<file path="src/rtl/zbus_ctrl.sv">
module zbus_ctrl #(
  parameter int AW = 16,
  parameter int DW = 16
) (
  input  logic          clk,
  input  logic          rst_n,
  input  logic          mode_pin,
  input  logic          cfg_we,
  input  logic [2:0]    cfg_zone,
  input  logic [17:0]   cfg_wdata,
  input  logic          cfg_mode_we,
  input  logic          cfg_mode_val,
  input  logic          req_valid,
  input  logic          req_write,
  input  logic [AW-1:0] req_addr,
  input  logic [DW-1:0] req_wdata,
  output logic          req_ready,
  output logic          rsp_done,
  output logic          rsp_err,
  output logic [DW-1:0] rsp_rdata,
  output logic [AW-4:0] xaddr,
  output logic [DW-1:0] xdout,
  input  logic [DW-1:0] xdin,
  output logic          xaddr_oe,
  output logic          xdata_oe,
  output logic          xstrb_oe,
  output logic          cs01_n,
  output logic          cs2_n,
  output logic          cs67_n,
  output logic          rd_n,
  output logic          we_n,
  output logic          rnw,
  input  logic          hold_n,
  output logic          holda_n
);
  localparam int ZW = 3;
  localparam int NZ = 1 << ZW;
  localparam int XW = AW - ZW;

  typedef enum logic [2:0] {S_IDLE, S_LEAD, S_ACT, S_TRAIL, S_HOLD} st_t;

  st_t           state;
  logic [2:0]    cnt;
  logic [17:0]   tcfg [NZ];
  logic          z7_en;
  logic [8:0]    t_q;
  logic [ZW-1:0] zone_q;
  logic          wr_q;
  logic [XW-1:0] addr_q;
  logic [DW-1:0] wdata_q;

  function automatic logic [2:0] span(input logic [2:0] v);
    return (v == 3'd0) ? 3'd1 : v;
  endfunction

  logic [ZW-1:0] req_zone;
  logic [8:0]    req_t;
  logic          busy, strobe_on;

  assign req_zone  = req_addr[AW-1 -: ZW];
  assign req_t     = req_write ? tcfg[req_zone][17:9] : tcfg[req_zone][8:0];
  assign busy      = (state == S_LEAD) || (state == S_ACT) || (state == S_TRAIL);
  assign strobe_on = (state == S_ACT);

  assign req_ready = (state == S_IDLE);
  assign holda_n   = (state != S_HOLD);
  assign xaddr_oe  = holda_n;
  assign xstrb_oe  = holda_n;
  assign xdata_oe  = busy && wr_q;
  assign xaddr     = addr_q;
  assign xdout     = wdata_q;
  assign rd_n      = !(strobe_on && !wr_q);
  assign we_n      = !(strobe_on && wr_q);
  assign rnw       = !(busy && wr_q);
  assign cs01_n    = !(busy && zone_q[2:1] == 2'b00);
  assign cs2_n     = !(busy && zone_q == 3'd2);
  assign cs67_n    = !(busy && zone_q[2:1] == 2'b11);

  always_ff @(posedge clk) begin
    if (!rst_n) begin
      state     <= S_IDLE;
      cnt       <= '0;
      z7_en     <= mode_pin;
      t_q       <= '0;
      zone_q    <= '0;
      wr_q      <= 1'b0;
      addr_q    <= '0;
      wdata_q   <= '0;
      rsp_done  <= 1'b0;
      rsp_err   <= 1'b0;
      rsp_rdata <= '0;
      for (int i = 0; i < NZ; i++) tcfg[i] <= '1;
    end else begin
      rsp_done <= 1'b0;
      rsp_err  <= 1'b0;
      if (cfg_we)      tcfg[cfg_zone] <= cfg_wdata;
      if (cfg_mode_we) z7_en <= cfg_mode_val;
      case (state)
        S_IDLE: begin
          if (req_valid) begin
            if (req_zone == 3'd7 && !z7_en) begin
              rsp_done  <= 1'b1;
              rsp_err   <= 1'b1;
              rsp_rdata <= '0;
            end else begin
              zone_q  <= req_zone;
              wr_q    <= req_write;
              addr_q  <= req_addr[XW-1:0];
              wdata_q <= req_wdata;
              t_q     <= req_t;
              cnt     <= span(req_t[2:0]) - 3'd1;
              state   <= S_LEAD;
            end
          end else if (!hold_n) begin
            state <= S_HOLD;
          end
        end
        S_LEAD: begin
          if (cnt == 3'd0) begin
            state <= S_ACT;
            cnt   <= span(t_q[5:3]) - 3'd1;
          end else cnt <= cnt - 3'd1;
        end
        S_ACT: begin
          if (cnt == 3'd0) begin
            state <= S_TRAIL;
            cnt   <= span(t_q[8:6]) - 3'd1;
            if (!wr_q) rsp_rdata <= xdin;
          end else cnt <= cnt - 3'd1;
        end
        S_TRAIL: begin
          if (cnt == 3'd0) begin
            state    <= S_IDLE;
            rsp_done <= 1'b1;
          end else cnt <= cnt - 3'd1;
        end
        S_HOLD: if (hold_n) state <= S_IDLE;
        default: state <= S_IDLE;
      endcase
    end
  end
endmodule


</file>
<file path="config.mk">
export PLATFORM = sky130hd
export DESIGN_NAME = zbus_ctrl
export DESIGN_NICKNAME = d
export VERILOG_FILES = /design/src/rtl/zbus_ctrl.sv
export SDC_FILE = /design/constraint.sdc
export NUM_CORES = 1
export LEC_CHECK = 0
export ABC_AREA = 1
export BUFFER_PORTS_ARGS = -buffer_cell sky130_fd_sc_hd__buf_2
export CORE_MARGIN = 2
export CORE_UTILIZATION = 53
export CTS_BUF_LIST = sky130_fd_sc_hd__clkbuf_4
export DETAILED_ROUTE_END_ITERATION = 16
export HOLD_SLACK_MARGIN = 0.15
export PLACE_DENSITY = 0.84
export REMOVE_ABC_BUFFERS = 1
export SKIP_CTS_REPAIR_TIMING = 1
export SLEW_MARGIN = 20
export SYNTH_ARGS = -nofsm -noshare
export SYNTH_HDL_FRONTEND = slang
export SYNTH_SLANG_ARGS = --single-unit
</file>
<file path="constraint.sdc">
create_clock -name clk -period 2.7 [get_ports clk]
set_input_delay 0.54 -clock clk [delete_from_list [all_inputs] [get_ports clk]]
set_output_delay 0.54 -clock clk [all_outputs]
set_load 0.02 [all_outputs]
</file>
==> results of run 1 <==
## cells by family (layout without fill, tap and decap cells)
logic type	count (synthesis)	after routing	synth area share [%]
and+or+nand+nor	462	462	20.59
DFF	208	208	60.92
AOI/OAI and AO/OA	172	172	10.57
buffers and inverters	147	392	6.950
adders and majority gates	5	5	0.6787
xor gates and xnor gates	3	3	0.2851
other	0	1	0
## worst max-delay path, cell delays in order, from the launching register on
cell and delay [ns]:
dfxtp_1 0.42, inv_2 0.08, nor3_4 0.18, inv_2 0.09, nor2_1 0.16, inv_1 0.08
buf_2 0.16
## where the power goes
group	total [mW]	internal (mW)	switching, mW
Sequential	3.92	3.75	0.164
Clock	2.51	1.30	1.22
Combinational	1.85	0.613	1.24
Total	8.28	5.66	2.62
## worst paths after layout
kind / cells after the start / slack [ns] / from / end
max: 6 / 0.33 / state[1] / rd_n
min: 3 / 0.15 / req_wdata[5] / xdout[5]
max reg2reg: 9 / 0.53 / state[0] / xaddr[10]
min reg2reg: 2 / 0.47 / zone_q[0] / zone_q[0]
## placed cells by master (no fill, tap or decap), types with 2 or more instances in the layout
cell type      netlist  routed
nand3_2              2       2
inv_2                7       7
clkinv_1             4      21
or2_2                3       3
nand3_1             41      41
dlygate4sd3_1        0      40
ha_1                 5       5
buf_2               31     135
o21ai_1              4       4
nand3b_1             2       2
edfxtp_1           145     145
nand4_1              3       3
o22ai_1             13      13
o221ai_1            13      13
clkbuf_4             0      70
nor2_4               2       2
nand2_2              3       3
nor3_1               4       4
buf_4                7      31
clkinv_2             1       2
nand2_1            257     257
a21oi_1             33      33
nor3_4               2       2
xor2_1               2       2
nor2_1             133     133
dfxtp_1             63      63
o211ai_1            12      12
inv_1               81      81
nor2_2               9       9
o21ai_0             91      83
o21ai_2              1       9
buf_12               0       3
o2111ai_1            2       2
## sequential cells by signal, indices dropped and copies added (netlist names)
name	flops
t_q	6
rsp_rdata	16
z7_en	1
state	3
rsp_done	1
rsp_err	1
xdout	16
zone_q	3
tcfg	144
wr_q	1
xaddr	13
cnt	3
## routing by layer
layer	wire length [um]	share of wire (%)	track usage, %	vias up
met5	0	0	0	-
met4	658	2.7	9.722	0
met3	2051	8.3	5.332	66
met2	12770	51	43.77	421
met1	9328	38	29.21	3714
li1	-	-	-	3773
## layout make-up
class / count / area share (%)
Antenna cell: 1 / 0.02226
Clock buffer: 70 / 4.674
Clock inverter: 20 / 0.9460
Inverter: 93 / 3.116
Multi-Input combinational cell: 642 / 26.61
Sequential cell: 208 / 49.95
Tap cell: 225 / 2.504
Timing Repair Buffer: 209 / 12.18
## through the flow
step | util [%] | cells | setup WS (ns)
after floorplan | - | 943 | 0.03965
after global placement | 59.43 | 1337 | 0.3600
after detailed placement | 59.43 | 1337 | 0.2602
after CTS | 63.10 | 1427 | 0.2875
after global routing | 65.45 | 1468 | 0.1671
final | 65.45 | 1468 | 0.3294
==> results.json, run 1 <==
{
  "status": "finished, final reports clean",
  "syn_area_um2": 9218,
  "yosysTopAreaCell": "edfxtp_1",
  "skew_ns": 0.03135,
  "required_ns": 2.16,
  "area_growth_pct": 21.96,
  "hold_class": "input pin to flip-flop",
  "cts_max_level": 2,
  "clock_path_buffers": 3,
  "nFillCells": 1340,
  "dp_hpwl_mm": 14.73,
  "yosysMostFrequentCell": "nand2_1",
  "cp.arrival_ns": 1.83,
  "pin_count": 136,
  "power_mw": 8.283,
  "initial_core_util_pct": 53.66,
  "p_leak_nw": 4.639,
  "num_vias": 7974,
  "grt_max_degree": 69,
  "worst_pin_slew_ns": 0.6793,
  "startpoint_type": "flip-flop",
  "io_buffers": 135,
  "overflow": 0,
  "netlist_top_cells_area": "edfxtp_1 47%, dfxtp_1 14%, nand2_1 10%",
  "root_buffer": "clkbuf_4",
  "yosysWarnings": 0,
  "first_global_vias": 7132,
  "die_area_um2": 18460,
  "globalplace.congestion": 0.8530,
  "finalHoldViolations": 0,
  "fmaxAchievable_ghz": 0.4218,
  "slew_violations": 0,
  "setup_viol": 0,
  "cts.sinks": 208,
  "antenna_left": 0,
  "track_usage_pct": 24.65,
  "fin_area_um2": 11240,
  "yosys-top-cells-count": "257 x nand2_1, 145 x edfxtp_1, 133 x nor2_1",
  "grt_antenna_before_repair": 1,
  "worstSkewPairLatency_ns": 0.65,
  "clk_pin_slew_ns": 0.07,
  "fp.dieW_um": 135.9,
  "placed_cell_area_um2": 10210,
  "vias_per_cell": 5.432,
  "tritoncts": "yes",
  "grt_setup_unrepaired": "no",
  "pwr_density_cell_nw_per_um2": 736.8,
  "critPathKind": "flip-flop to output port",
  "drtIter0Drc": 707,
  "ys_types": 38,
  "drtPass1Iterations": 7,
  "die-height_um": 135.9,
  "layout.nets": 1286,
  "core_area_um2": 17180,
  "rows": 48,
  "synthCells": 997,
  "setup_tns_ns": 0,
  "synthArstFlopShare_pct": 0,
  "endpoint_kind": "output port",
  "whs_ns": 0.1502,
  "finalCritPeriodShare_pct": 87.80,
  "drt-wirelength-per-cell_um": 16.90,
  "ir_drop_mv": 0.4080,
  "final-seq-area_um2": 5615,
  "synth_edf_count": 145,
  "numCtsBuffers": 49,
  "multi_input_area_um2": 2992,
  "ys_seq_area_share_pct": 60.92,
  "ys.flop_type": "edfxtp_1",
  "ys_seq_elements": 208,
  "worstPathMaxFanout": 5,
  "relSlewSlack_pct": 54.66,
  "drive_gt1_share_pct": 22.54,
  "grt_pass1_wl_mm": 35.12,
  "syn_avg_cell_area_um2": 9.245,
  "synth_top_area_share_pct": 47.24,
  "drt-total-wl_mm": 24.81,
  "drc": 0,
  "fin_crit_ns": 2.371,
  "maxCapViolations": 0
}
No activity file was read; power rests on OpenSTA's default activity.
==> run 2: changes to the inputs <==
--- a/config.mk
+++ b/config.mk
@@ -8,11 +8,11 @@
 export ABC_AREA = 1
 export BUFFER_PORTS_ARGS = -buffer_cell sky130_fd_sc_hd__buf_2
 export CORE_MARGIN = 2
-export CORE_UTILIZATION = 53
-export CTS_BUF_LIST = sky130_fd_sc_hd__clkbuf_4
+export CORE_UTILIZATION = 57
 export DETAILED_ROUTE_END_ITERATION = 16
 export HOLD_SLACK_MARGIN = 0.15
-export PLACE_DENSITY = 0.84
+export MAX_ROUTING_LAYER = met4
+export PLACE_DENSITY = 0.86
 export REMOVE_ABC_BUFFERS = 1
 export SKIP_CTS_REPAIR_TIMING = 1
 export SLEW_MARGIN = 20
==> constraint.sdc (replaced) <==
create_clock -name clk -period 2.3 [get_ports clk]
set_input_delay 0.46 -clock clk [delete_from_list [all_inputs] [get_ports clk]]
set_output_delay 0.46 -clock clk [all_outputs]
set_load 0.02 [all_outputs]
==> run 2 against run 1 <==
Net effect: total power up 22%; critical path type unchanged; wire length shrank 2.8%; setup slack worse by 0.15 ns; via count fell by 3.2%; global-route usage is 3.7 points higher; sequential share of layout area up 1.6 points.
==> results.json, run 2 (same netlist as run 1, synthesis figures left out) <==
{
  "max_flop_register": "tcfg",
  "maxCapViolations": 0,
  "vias_per_cell": 5.632,
  "hold_class": "input pin to flip-flop",
  "fp.dieW_um": 131.2,
  "layout.nets": 1221,
  "globalplace.congestion": 0.8686,
  "power_mw": 10.11,
  "overflow": 0,
  "num_vias": 7716,
  "worst_pin_slew_ns": 0.5186,
  "fin_crit_ns": 2.124,
  "cp_slowest_stage_delay_ns": 0.41,
  "dp_hpwl_mm": 14.88,
  "cp_common_cell": "inv_2",
  "relSlewSlack_pct": 65.39,
  "dp_slack_ns": 0.1097,
  "ir_drop_mv": 0.6693,
  "placed_cell_area_um2": 10200,
  "area_growth_pct": 18.07,
  "skew_ns": 0.008371,
  "grt_pass1_wl_mm": 38.03,
  "nFillCells": 1189,
  "startpoint_type": "flip-flop",
  "fmaxAchievable_ghz": 0.4707,
  "fin_area_um2": 10880,
  "endpoint_kind": "output port",
  "worstSkewPairLatency_ns": 0.50,
  "layout_common_cells": "257 x nand2_1, 145 x edfxtp_1, 135 x buf_2",
  "path_buf_inv": 4,
  "setup_viol": 0,
  "drtPass1Iterations": 5,
  "multi_input_area_um2": 2992,
  "grtUsageMet3_pct": 5.131,
  "die_area_um2": 17200,
  "fin_ws_ns": 0.1755,
  "worstPathMaxFanout": 5,
  "clk_pin_slew_ns": 0.06,
  "tritoncts": "yes",
  "initial_core_util_pct": 58.24,
  "final_common_cell": "nand2_1",
  "drtIter0Drc": 822,
  "p_leak_nw": 4.453,
  "numCtsBuffers": 22,
  "drt-wirelength-per-cell_um": 17.60,
  "io_buffers": 135,
  "drt-total-wl_mm": 24.11,
  "grt_antenna_before_repair": 1,
  "drive_gt1_share_pct": 20.82,
  "clock_path_buffers": 3,
  "cts_max_level": 1,
  "track_usage_pct": 28.32,
  "antenna_left": 0,
  "largest_register_ffs": 144,
  "final_core_util_pct": 68.76,
  "pin_count": 136,
  "first_global_vias": 7451,
  "status": "finished, final reports clean",
  "met2_usage_pct": 48.33,
  "drc": 0,
  "final-seq-area_um2": 5615,
  "path_cells": "inv_2 > nor3_4 > inv_2 > nor2_1 > inv_1 > buf_2",
  "required_ns": 1.84,
  "top_usage_layer": "met2",
  "r2r_setup_slack_ns": 0.37,
  "slew_violations": 0,
  "cp.arrival_ns": 1.66,
  "core_area_um2": 15830,
  "cts.sinks": 208,
  "critPathKind": "flip-flop to output port",
  "root_buffer": "clkbuf_16",
  "grt_max_degree": 48,
  "finalHoldViolations": 0,
  "grt_setup_unrepaired": "no",
  "die-height_um": 131.2,
  "pwr_density_cell_nw_per_um2": 928.8,
  "slowest_stage": "dfxtp_1",
  "use_met1_pct": 33.16,
  "path_delay_family": "buffers and inverters",
  "rows": 46,
  "finalCritPeriodShare_pct": 92.37
}
[run 2: cell count changes in the layout (fill, tap and decap cells not counted)]
| cell | delta |
|---|---|
| clkbuf_1 | +4 |
| clkinv_2 | +3 |
| clkbuf_4 | -70 |
| clkinvlp_4 | -1 |
| clkinv_1 | -13 |
| dlygate4sd3_1 | -40 |
| clkbuf_16 | +23 |
| inv_4 | +2 |
| buf_12 | -1 |
| clkbuf_8 | +1 |
| buf_4 | +3 |
[run 2: worst paths after layout]
| kind | startpoint | endpoint | depth (start not counted) |
|---|---|---|---|
| setup reg to reg | tcfg[0][1] | cnt[1] | 13 |
| hold reg to reg | rsp_rdata[8] | rsp_rdata[8] | 2 |
| hold / removal | req_addr[7] | xaddr[7] | 3 |
| setup / recovery | state[1] | rd_n | 6 |
[run 2: layout make-up]
type	instances	share of cell area, %
clock inverter	11	0.7128
timing repair buffer	171	8.922
tap	216	2.483
sequential	208	51.60
clock buffer	28	5.553
inverter	93	3.219
multi-input combinational	642	27.49
antenna	1	0.02299
[run 2: power breakdown]
| group | leakage, nW | switching (mW) | internal, mW |
|---|---|---|---|
| clock network | 0.340 | 1.41 | 1.97 |
| logic | 2.14 | 1.45 | 0.684 |
| registers | 1.97 | 0.193 | 4.41 |
| total | 4.45 | 3.05 | 7.06 |
[run 2: metal layers]
layer / wire (um) / vias to the layer above
met5: 0 / -
met4: 984 / 0
met3: 2449 / 91
met2: 12000 / 466
met1: 8670 / 3556
li1: - / 3603
[run 2: worst register-to-register path: cells and delay by family, from the launching register on]
family | cells | cell delay [ns]
and+or+nand+nor | 10 | 0.98
AOI/OAI and AO/OA | 1 | 0.16
buffers and inverters | 1 | 0.05
adders and majority gates | 1 | 0.29
DFF | 1 | 0.37
[run 2: through the flow]
step / hold WS (ns) / std cells / TNS, ns
floorplan: 0.4334 / 943 / -42.27
global placement: 0.4496 / 1330 / 0
detailed placement: 0.4531 / 1330 / 0
CTS: 0.1811 / 1369 / 0
global route: 0.1831 / 1370 / 0
finish: 0.1780 / 1370 / 0
